$ cat src/rtl/chstat_pkg.sv
package chstat_pkg;
  localparam int unsigned BLK_BITS_DEF  = 192;
  localparam int unsigned PROT_BYTES_DEF = 5;

  typedef enum logic { PH_A = 1'b0, PH_B = 1'b1 } host_phase_e;
endpackage

$ cat src/rtl/chstat_rx_stage.sv
module chstat_rx_stage #(
  parameter  int unsigned BITS = chstat_pkg::BLK_BITS_DEF,
  localparam int unsigned IW   = $clog2(BITS)
) (
  input  logic            clk,
  input  logic            rst_n,
  input  logic            bit_vld,
  input  logic            blk_start,
  input  logic            a_bit,
  input  logic            b_bit,
  output logic [BITS-1:0] d_a_nxt,
  output logic [BITS-1:0] d_b_nxt,
  output logic            blk_done
);
  logic [IW-1:0]   idx_q, idx_cur, idx_nxt;
  logic [BITS-1:0] d_a_q, d_b_q;

  always_comb begin
    idx_cur  = blk_start ? '0 : idx_q;
    idx_nxt  = idx_q;
    d_a_nxt  = d_a_q;
    d_b_nxt  = d_b_q;
    blk_done = 1'b0;
    if (bit_vld) begin
      d_a_nxt[idx_cur] = a_bit;
      d_b_nxt[idx_cur] = b_bit;
      blk_done = (idx_cur == IW'(BITS - 1));
      idx_nxt  = blk_done ? '0 : idx_cur + 1'b1;
    end
  end

  always_ff @(posedge clk or negedge rst_n) begin
    if (!rst_n) begin
      idx_q <= '0;
      d_a_q <= '0;
      d_b_q <= '0;
    end else if (bit_vld) begin
      idx_q <= idx_nxt;
      d_a_q <= d_a_nxt;
      d_b_q <= d_b_nxt;
    end
  end
endmodule

$ cat src/rtl/chstat_host_port.sv
module chstat_host_port #(
  parameter  int unsigned BYTES = chstat_pkg::BLK_BITS_DEF / 8,
  localparam int unsigned AW    = $clog2(BYTES)
) (
  input  logic          clk,
  input  logic          rst_n,
  input  logic          ptr_ld,
  input  logic [AW-1:0] ptr_val,
  input  logic          wr,
  input  logic          rd,
  input  logic          two_byte,
  input  logic          rd_sel_b,
  output logic [AW-1:0] ptr,
  output logic          wr_a,
  output logic          wr_b,
  output logic          rd_go,
  output logic          rd_b
);
  import chstat_pkg::*;

  host_phase_e   phase_q, phase_nxt;
  logic [AW-1:0] ptr_q, ptr_nxt;
  logic          wr_go, acc, in_b, step;

  always_comb begin
    wr_go = wr & ~ptr_ld;
    rd_go = rd & ~wr & ~ptr_ld;
    acc   = wr_go | rd_go;
    in_b  = two_byte & (phase_q == PH_B);
    wr_a  = wr_go & (~two_byte | ~in_b);
    wr_b  = wr_go & (~two_byte | in_b);
    rd_b  = two_byte ? in_b : rd_sel_b;
    step  = acc & (~two_byte | in_b);

    ptr_nxt = ptr_q;
    if (ptr_ld)
      ptr_nxt = (ptr_val > AW'(BYTES - 1)) ? '0 : ptr_val;
    else if (step)
      ptr_nxt = (ptr_q == AW'(BYTES - 1)) ? '0 : ptr_q + 1'b1;

    phase_nxt = phase_q;
    if (ptr_ld || !two_byte) phase_nxt = PH_A;
    else if (acc)            phase_nxt = in_b ? PH_A : PH_B;
  end

  always_ff @(posedge clk or negedge rst_n) begin
    if (!rst_n) begin
      ptr_q   <= '0;
      phase_q <= PH_A;
    end else begin
      ptr_q   <= ptr_nxt;
      phase_q <= phase_nxt;
    end
  end

  assign ptr = ptr_q;
endmodule

$ cat src/rtl/chstat_tx_stage.sv
module chstat_tx_stage #(
  parameter  int unsigned BITS = chstat_pkg::BLK_BITS_DEF,
  localparam int unsigned IW   = $clog2(BITS)
) (
  input  logic            clk,
  input  logic            rst_n,
  input  logic            bit_req,
  input  logic            blk_start,
  input  logic            inh,
  input  logic [BITS-1:0] e_a,
  input  logic [BITS-1:0] e_b,
  output logic            a_bit,
  output logic            b_bit,
  output logic            loaded
);
  logic [IW-1:0]   idx_q, idx_cur, idx_nxt;
  logic [BITS-1:0] f_a_q, f_b_q, src_a, src_b;
  logic            load;

  always_comb begin
    idx_cur = blk_start ? '0 : idx_q;
    idx_nxt = (idx_cur == IW'(BITS - 1)) ? '0 : idx_cur + 1'b1;
    load    = bit_req & blk_start & ~inh;
    src_a   = load ? e_a : f_a_q;
    src_b   = load ? e_b : f_b_q;
  end

  always_ff @(posedge clk or negedge rst_n) begin
    if (!rst_n) begin
      idx_q  <= '0;
      f_a_q  <= '0;
      f_b_q  <= '0;
      a_bit  <= 1'b0;
      b_bit  <= 1'b0;
      loaded <= 1'b0;
    end else begin
      loaded <= load;
      if (bit_req) begin
        idx_q <= idx_nxt;
        a_bit <= src_a[idx_cur];
        b_bit <= src_b[idx_cur];
      end
      if (load) begin
        f_a_q <= e_a;
        f_b_q <= e_b;
      end
    end
  end
endmodule

$ cat src/rtl/chstat_buf.sv
module chstat_buf #(
  parameter  int unsigned BLK_BITS   = chstat_pkg::BLK_BITS_DEF,
  parameter  int unsigned PROT_BYTES = chstat_pkg::PROT_BYTES_DEF,
  localparam int unsigned BYTES      = BLK_BITS / 8,
  localparam int unsigned AW         = $clog2(BYTES),
  localparam int unsigned BW         = $clog2(BLK_BITS)
) (
  input  logic          clk,
  input  logic          rst_n,
  input  logic          rx_bit_vld,
  input  logic          rx_blk_start,
  input  logic          rx_a_bit,
  input  logic          rx_b_bit,
  input  logic          tx_bit_req,
  input  logic          tx_blk_start,
  output logic          tx_a_bit,
  output logic          tx_b_bit,
  input  logic          host_ptr_ld,
  input  logic [AW-1:0] host_ptr_val,
  input  logic          host_wr,
  input  logic          host_rd,
  input  logic [7:0]    host_wdata,
  output logic [7:0]    host_rdata,
  input  logic          cfg_two_byte,
  input  logic          cfg_rd_sel_b,
  input  logic          cfg_protect,
  input  logic          cfg_inh_d2e,
  input  logic          cfg_inh_e2f,
  output logic          d2e_pulse,
  output logic          e2f_pulse
);
  localparam logic [BLK_BITS-1:0] PROT_MASK =
    {{(BLK_BITS - PROT_BYTES * 8){1'b0}}, {(PROT_BYTES * 8){1'b1}}};

  logic [1:0]          rst_pipe;
  logic                rst_int_n;
  logic [BLK_BITS-1:0] d_a_nxt, d_b_nxt, e_a_q, e_b_q, e_a_nxt, e_b_nxt, keep;
  logic                blk_done, d2e_go;
  logic [AW-1:0]       ptr;
  logic                wr_a, wr_b, rd_go, rd_b;
  logic [BW-1:0]       base;
  logic [7:0]          rd_byte;

  // asynchronous assertion, synchronous release
  always_ff @(posedge clk or negedge rst_n) begin
    if (!rst_n) rst_pipe <= '0;
    else        rst_pipe <= {rst_pipe[0], 1'b1};
  end
  assign rst_int_n = rst_pipe[1];

  chstat_rx_stage #(.BITS(BLK_BITS)) u_rx (
    .clk(clk), .rst_n(rst_int_n), .bit_vld(rx_bit_vld), .blk_start(rx_blk_start),
    .a_bit(rx_a_bit), .b_bit(rx_b_bit), .d_a_nxt(d_a_nxt), .d_b_nxt(d_b_nxt),
    .blk_done(blk_done));

  chstat_host_port #(.BYTES(BYTES)) u_host (
    .clk(clk), .rst_n(rst_int_n), .ptr_ld(host_ptr_ld), .ptr_val(host_ptr_val),
    .wr(host_wr), .rd(host_rd), .two_byte(cfg_two_byte), .rd_sel_b(cfg_rd_sel_b),
    .ptr(ptr), .wr_a(wr_a), .wr_b(wr_b), .rd_go(rd_go), .rd_b(rd_b));

  chstat_tx_stage #(.BITS(BLK_BITS)) u_tx (
    .clk(clk), .rst_n(rst_int_n), .bit_req(tx_bit_req), .blk_start(tx_blk_start),
    .inh(cfg_inh_e2f), .e_a(e_a_q), .e_b(e_b_q), .a_bit(tx_a_bit), .b_bit(tx_b_bit),
    .loaded(e2f_pulse));

  always_comb begin
    base    = BW'({ptr, 3'b000});
    d2e_go  = blk_done & ~cfg_inh_d2e;
    keep    = cfg_protect ? PROT_MASK : '0;
    e_a_nxt = e_a_q;
    e_b_nxt = e_b_q;
    if (d2e_go) begin
      e_a_nxt = (d_a_nxt & ~keep) | (e_a_q & keep);
      e_b_nxt = (d_b_nxt & ~keep) | (e_b_q & keep);
    end
    // host byte overlays the move; stream bit 8k sits in byte bit 7
    for (int j = 0; j < 8; j++) begin
      if (wr_a) e_a_nxt[base + BW'(j)] = host_wdata[7 - j];
      if (wr_b) e_b_nxt[base + BW'(j)] = host_wdata[7 - j];
      rd_byte[7 - j] = rd_b ? e_b_q[base + BW'(j)] : e_a_q[base + BW'(j)];
    end
  end

  always_ff @(posedge clk or negedge rst_int_n) begin
    if (!rst_int_n) begin
      e_a_q      <= '0;
      e_b_q      <= '0;
      host_rdata <= '0;
      d2e_pulse  <= 1'b0;
    end else begin
      e_a_q     <= e_a_nxt;
      e_b_q     <= e_b_nxt;
      d2e_pulse <= d2e_go;
      if (rd_go) host_rdata <= rd_byte;
    end
  end
endmodule

$ cat config.mk
export PLATFORM = sky130hd
export DESIGN_NAME = chstat_buf
export DESIGN_NICKNAME = d
export VERILOG_FILES = /design/src/rtl/chstat_pkg.sv /design/src/rtl/chstat_rx_stage.sv /design/src/rtl/chstat_host_port.sv /design/src/rtl/chstat_tx_stage.sv /design/src/rtl/chstat_buf.sv
export SDC_FILE = /design/constraint.sdc
export NUM_CORES = 2
export LEC_CHECK = 0
export ABC_AREA = 1
export BUFFER_PORTS_ARGS = -buffer_cell sky130_fd_sc_hd__buf_2
export CAP_MARGIN = 25
export CORE_MARGIN = 5
export CORE_UTILIZATION = 45
export CTS_BUF_LIST = sky130_fd_sc_hd__clkbuf_8
export DETAILED_ROUTE_END_ITERATION = 6
export PLACE_DENSITY = 0.63
export SLEW_MARGIN = 15
export SYNTH_ARGS = -nofsm -noshare
export SYNTH_HDL_FRONTEND = slang
export SYNTH_SLANG_ARGS = --single-unit
$ cat constraint.sdc
create_clock -name clk -period 63.4 [get_ports clk]
set_input_delay 15.85 -clock clk [delete_from_list [all_inputs] [get_ports clk]]
set_output_delay 15.85 -clock clk [all_outputs]
set_load 0.1 [all_outputs]
# Word level (Yosys, flattened, before mapping)
# Index checks and enable logic that the tools add are counted.
# op_classes
addsub	10
n_lt_le_gt_ge	20
n_eq_ne	3
n_mux	116
bitwise_logic	26
n_reduce_logical	13
# op_table
op	count
two-way mux 192 bit	22
bitwise mux 192 bit	18
AND 192 bit	2
AND 192 x 40 -> 192 bit	2
OR 192 bit	2
NOT 40 -> 192 bit	1
binary-select mux 1 bit (select 8 bit)	16
less-than comparator 8 x 9 -> 1 bit (second input constant)	10
>= comparator 8 x 1 -> 1 bit (second input constant)	9
demux 1 bit (select 8 bit)	8
two-way mux 1 bit	40
two-way mux 40 bit	1
adder 8 x 3 -> 8 bit (second input constant)	4
two-way mux 8 bit	4
adder 8 x 1 -> 8 bit (second input constant)	3
two-way mux 5 bit	4
adder 8 x 2 -> 8 bit (second input constant)	2
== test 8 bit (second input constant)	2
AND 1 bit	10
binary-select mux 1 bit (select 5 bit)	2
logical AND 1 bit	9
NOT 1 bit	6
adder 5 x 1 -> 5 bit (second input constant)	1
demux 1 bit (select 5 bit)	1
6 further kinds	9
# word_totals
reg_bits	1188
in_bits	29
out_inout_bits	12
word_cells	204

# Logic depth before layout (Yosys ltp)
# logic_depth
depth_word	26
ltp_mapped	17
depth_no_buf	16

# Modules after synthesis
# A second synthesis with hierarchy kept.
# hier_totals
hier_cells	8337
area_unflattened_um2	60257.8
# modules_own_cells
module	n_inst	cells_per_inst	area_per_inst_um2	seq_area_each_um2
chstat_buf	1	3334	22321.4	9884.5
chstat_tx_stage	1	2774	20089.3	9884.5
chstat_rx_stage	1	2163	17394.2	9809.4
chstat_host_port	1	66	452.9	150.1

# Least setup slack after synthesis
# No wires, ideal clock.
# synth_path
path_kind	input port to flip-flop
start	input tx_blk_start
end	register u_tx.idx_q[2]
setup_time_ps	130
arrival_time_ps	17700
required_ps	63270
slack_ps	45570
path_stages	12
path_buffers	3
path_cell_list	buf_4 nor2_1 buf_2 buf_1 ha_1 nand2_1 nor2_1 nand3_1 o31ai_2 nor2_1 nand2_1 o21ai_1
# synth_via
elab_chain_len	3
elab_cells_between_ends	4
classes_between	1 x add/sub; 1 x eq/ne; 2 x mux
# synth_rtl
element	line	source
start: declaration	chstat_buf.sv:15	input logic tx_blk_start,
two-way mux 8 bit (*)	chstat_tx_stage.sv:21	idx_cur = blk_start ? '0 : idx_q;
adder 8 x 1 -> 8 bit or == test 8 bit (tied branches)	chstat_tx_stage.sv:22	idx_nxt = (idx_cur == IW'(BITS - 1)) ? '0 : idx_cur + 1'b1;
two-way mux 8 bit (*)	chstat_tx_stage.sv:22	
end signal: assignment	chstat_tx_stage.sv:39	idx_q <= idx_nxt;
end: declaration	chstat_tx_stage.sv:16	logic [IW-1:0] idx_q, idx_cur, idx_nxt;
# Every way passes the cells marked *; elsewhere a longest branch is shown, timed or not.
# A chain may end at the register's enable or synchronous reset.

# Worst setup path in the final report
# layout_path
start	input rx_blk_start
end	register e_a_q[29]
# layout_via
elab_chain_len	26
elab_cells_between_ends	30
classes_between	2 x order compare; 1 x eq/ne; 23 x mux; 3 x bitwise; 1 x reduce/logical
# layout_rtl
element	line	source
start: declaration	chstat_buf.sv:11	input logic rx_blk_start,
two-way mux 8 bit (*)	chstat_rx_stage.sv:19	idx_cur = blk_start ? '0 : idx_q;
less-than comparator 8 x 9 -> 1 bit (not written as such) or >= comparator 8 x 1 -> 1 bit (tied branches)	chstat_rx_stage.sv:25	d_a_nxt[idx_cur] = a_bit;
logical AND 1 bit (not written as such)	chstat_rx_stage.sv:25	
two-way mux 1 bit (not written as such)	chstat_rx_stage.sv:25	
demux 1 bit (select 8 bit)	n/a	
bitwise mux 192 bit	chstat_rx_stage.sv:25	
two-way mux 192 bit	chstat_rx_stage.sv:24	if (bit_vld) begin
AND 192 bit	chstat_buf.sv:73	e_a_nxt = (d_a_nxt & ~keep) | (e_a_q & keep);
[11 not listed]	n/a	
two-way mux 192 bit (*)	chstat_buf.sv:78	if (wr_a) e_a_nxt[base + BW'(j)] = host_wdata[7 - j];
bitwise mux 192 bit	chstat_buf.sv:78	
two-way mux 192 bit (*)	chstat_buf.sv:78	
bitwise mux 192 bit	chstat_buf.sv:78	
two-way mux 192 bit (*)	chstat_buf.sv:78	
bitwise mux 192 bit	chstat_buf.sv:78	
two-way mux 192 bit (*)	chstat_buf.sv:78	
via e_a_nxt[29]	chstat_buf.sv:37	logic [BLK_BITS-1:0] d_a_nxt, d_b_nxt, e_a_q, e_b_q, e_a_nxt, e_b_nxt, keep;
end signal: assignment	chstat_buf.sv:91	e_a_q <= e_a_nxt;
end: declaration	chstat_buf.sv:37	
# Mark *: on every way through the listed nets, which the timed path passes. The rest lies on a longest branch.

==> reports/metrics.yaml <==
relSlewSlack: 0.118
r2r_slack_ns: 58.35
cts_tree: "built"
die_area_mm2: 0.132
setup_viol: 0
syn-num-nets: 7142
crit_required_ns: 64.15
p_leak_nw: 30.2
fin_crit_ns: 19.84
worst_slack_ns: 43.56
port_buffers: 40
grt_max_degree: 222
end_kind: "flop"
avgViaCountPerCell: 5.79
initial_core_util: 0.453
first_iter_violations: 6477
r2r-end: "e_a_q[29]"
worstSkewPairLatency_ns: 0.94
clock_path_buffers: 3
dp_slack_ns: 42.32
worstPathCellList: "buf_2, nor2_1, nand2_1, nor2_2, inv_2, nor2_1, inv_2, nor2_4, inv_8, nor2_4, buf_4, inv_2, buf_4, nor2_1, o22ai_1"
cp_slowest_stage_delay_ns: 0.75
cts_root_buf: "clkbuf_8"
final_cell_mix: "nand2_1, dfrtp_1, o21ai_0"
grt_pass1_wl_mm: 313
crit_path_start_kind: "input port"
drive_gt1_frac: 0.0697
remaining_drc_errors: 0
cts.sinks: 1186
final_cell_area_mm2: 0.0615
num_vias: 50800
path_class: "input port to flop"
min_path_cells: 0
grt_usage: 0.317
dr.pass1.iters: 7
worstHoldEndpoint: "rst_pipe[1]"
post_cts_resized: 0
wire_per_inst_um: 24.1
synth_edf_count: 0
fillers: 12000
worst-endpoint-arrival_ns: 20.59
ctsHoldBuffers: 0
cts_setup_buffers: 0
hold_viol_final: 0
gp_congestion: 0.990
die_y_um: 363
topRoutingLayerUsed: "met5"
antenna_found_initial: 10
grt_pass1_vias: 47500
h-tree-depth: 4
grt_overflow_total: 0
crit_fanout: 69
tns_ns: 0
finalNetCount: 7017
routed_wirelength_mm: 212
min-delay-start: "rst_pipe[0]"
met1Wirelength_mm: 83.2
max_cap_violations: 0
outcome: "completed"
fmaxAchievable_mhz: 50.4
ios: 41
std_cell_rows: 129
synthFlopType: "dfrtp_1"
pwr_density_cell_mw_per_mm2: 36.9
die_w_um: 363
synth-async-reset-ratio: 1.00
placed_area_mm2: 0.0573
ir_worst_vdd_uv: 24.6
ys_warn_count: 0
fin_skew_ns: 0.0501
routed-wl-met2_mm: 90.8
ys_seq_area_frac: 0.529
final_common_cell: "nand2_1"
place_inst: 8411
met3WireLength_mm: 23.6
area_growth_pct: 9.71
cp_slowest_cell: "nor2_4"
slew_viol_final: 0
synth_area_mm2: 0.0561
core_area_mm2: 0.124
tightest_slew_ns: 1.32
fin_crit_sh: 0.313
hp-class: "flop to flop"
ys_seq_elements: 1186
cts_buffers: 202
synth.distinct_cells: 46
syn-instance-count: 7108
reg2regPathDepth: 15
avgSynthCellArea_um2: 7.89
final_cells: 8777
r2r_start: "u_rx.idx_q[2]"
rsz0062_at_grt: "false"
post-dp-hpwl_mm: 130
ant_nets: 0
clk_pin_slew_ns: 0.06
## area by class of cell
type	instances	area [um^2]	share of cell area
Inverter	824	3120	0.0508
Clock buffer	257	3540	0.0575
Multi-Input combinational cell	4643	21500	0.349
Timing Repair Buffer	126	1070	0.0174
Antenna cell	8	20.0	0.000325
Tap cell	1637	2050	0.0333
Clock inverter	96	547	0.00889
Sequential cell	1186	29700	0.482
## worst max-delay path: cells and delay by family
| kind | cells | cell delay, ns |
|---|---|---|
| simple gates | 7 | 2.82 |
| buf+inv | 7 | 1.68 |
| compound gates | 1 | 0.10 |
## worst max-delay path by stage
| stage | from | to | slack, ns | depth (start not counted) |
|---|---|---|---|---|
| global route | tx_blk_start | u_tx.a_bit | 43.22 | 17 |
| global placement | rx_blk_start | e_a_q[20] | 42.50 | 15 |
| finish | rx_blk_start | e_a_q[29] | 43.56 | 15 |
| floorplan | rst_pipe[1] | d2e_pulse | 27.89 | 0 |
| detailed placement | rx_blk_start | e_a_q[20] | 42.32 | 15 |
| CTS | rx_blk_start | e_a_q[13] | 43.28 | 15 |
## report_power, final
group	switching, mW	total, mW	internal, mW
Sequential	0.0992	1.02	0.923
Clock	0.325	0.706	0.381
Combinational	0.373	0.542	0.169
Total	0.798	2.27	1.47
## cell usage after synthesis (3+ instances only)
cell / number / area, um^2
nand2_1: 1612 / 6050
dfrtp_1: 1186 / 29700
o21ai_0: 1096 / 5490
inv_1: 798 / 3000
nand3_1: 476 / 2380
nor2_1: 413 / 1550
a21oi_1: 380 / 1900
o21ai_1: 308 / 1540
clkbuf_1: 307 / 1150
o22ai_1: 205 / 1280
buf_2: 78 / 390
buf_1: 42 / 158
and2_1: 39 / 244
o211ai_1: 26 / 195
buf_6: 22 / 248
inv_2: 16 / 60.1
nand4_1: 16 / 100
nor2_2: 15 / 93.8
clkinv_1: 10 / 37.5
a31oi_1: 7 / 43.8
buf_4: 6 / 45.0
a221oi_1: 5 / 43.8
ha_1: 5 / 62.6
xor2_1: 5 / 43.8
nor3_1: 4 / 20.0
nor4_1: 4 / 25.0
nor2_4: 3 / 33.8
nor3_2: 3 / 30.0
## metrics by stage
stage                     utilization  hold WS (ns)  total power, mW
after floorplan                     -         0.331             1.37
after global placement          0.462         0.332             1.54
after detailed placement        0.463         0.336             1.56
after CTS                       0.496         0.348             2.26
after global routing            0.497         0.367             2.38
final                           0.497         0.345             2.27
## flip-flops by register name, summed over array words and instances, names as in the netlist
signal	flops
u_tx.a_bit	1
e_a_q	192
u_tx.idx_q	8
u_rx.d_b_q	191
u_tx.b_bit	1
d2e_pulse	1
u_tx.loaded	1
u_tx.f_a_q	192
rst_pipe	2
u_host.phase_q	1
u_host.ptr	5
u_rx.d_a_q	191
e_b_q	192
host_rdata	8
u_rx.idx_q	8
u_tx.f_b_q	192
## per-layer routing
layer	up-vias	track usage
li1	23000	-
met1	24300	0.421
met2	2827	0.465
met3	657	0.0848
met4	2	0.191
met5	-	0
## logic make-up (layout without fill, tap and decap cells)
group                    Yosys count  after routing  synth area share
AND/OR/NAND/NOR                 2592           2592             0.189
AO/OA/AOI/OAI                   2040           2040             0.189
buffers and inverters           1279           1303            0.0907
flip-flops                      1186           1186             0.529
adder cells (fa/ha/maj)            5              5           0.00112
XOR/XNOR                           5              5          0.000781
other                              1              9         0.0000669
Note: power is estimated with default switching activity, not from simulation.
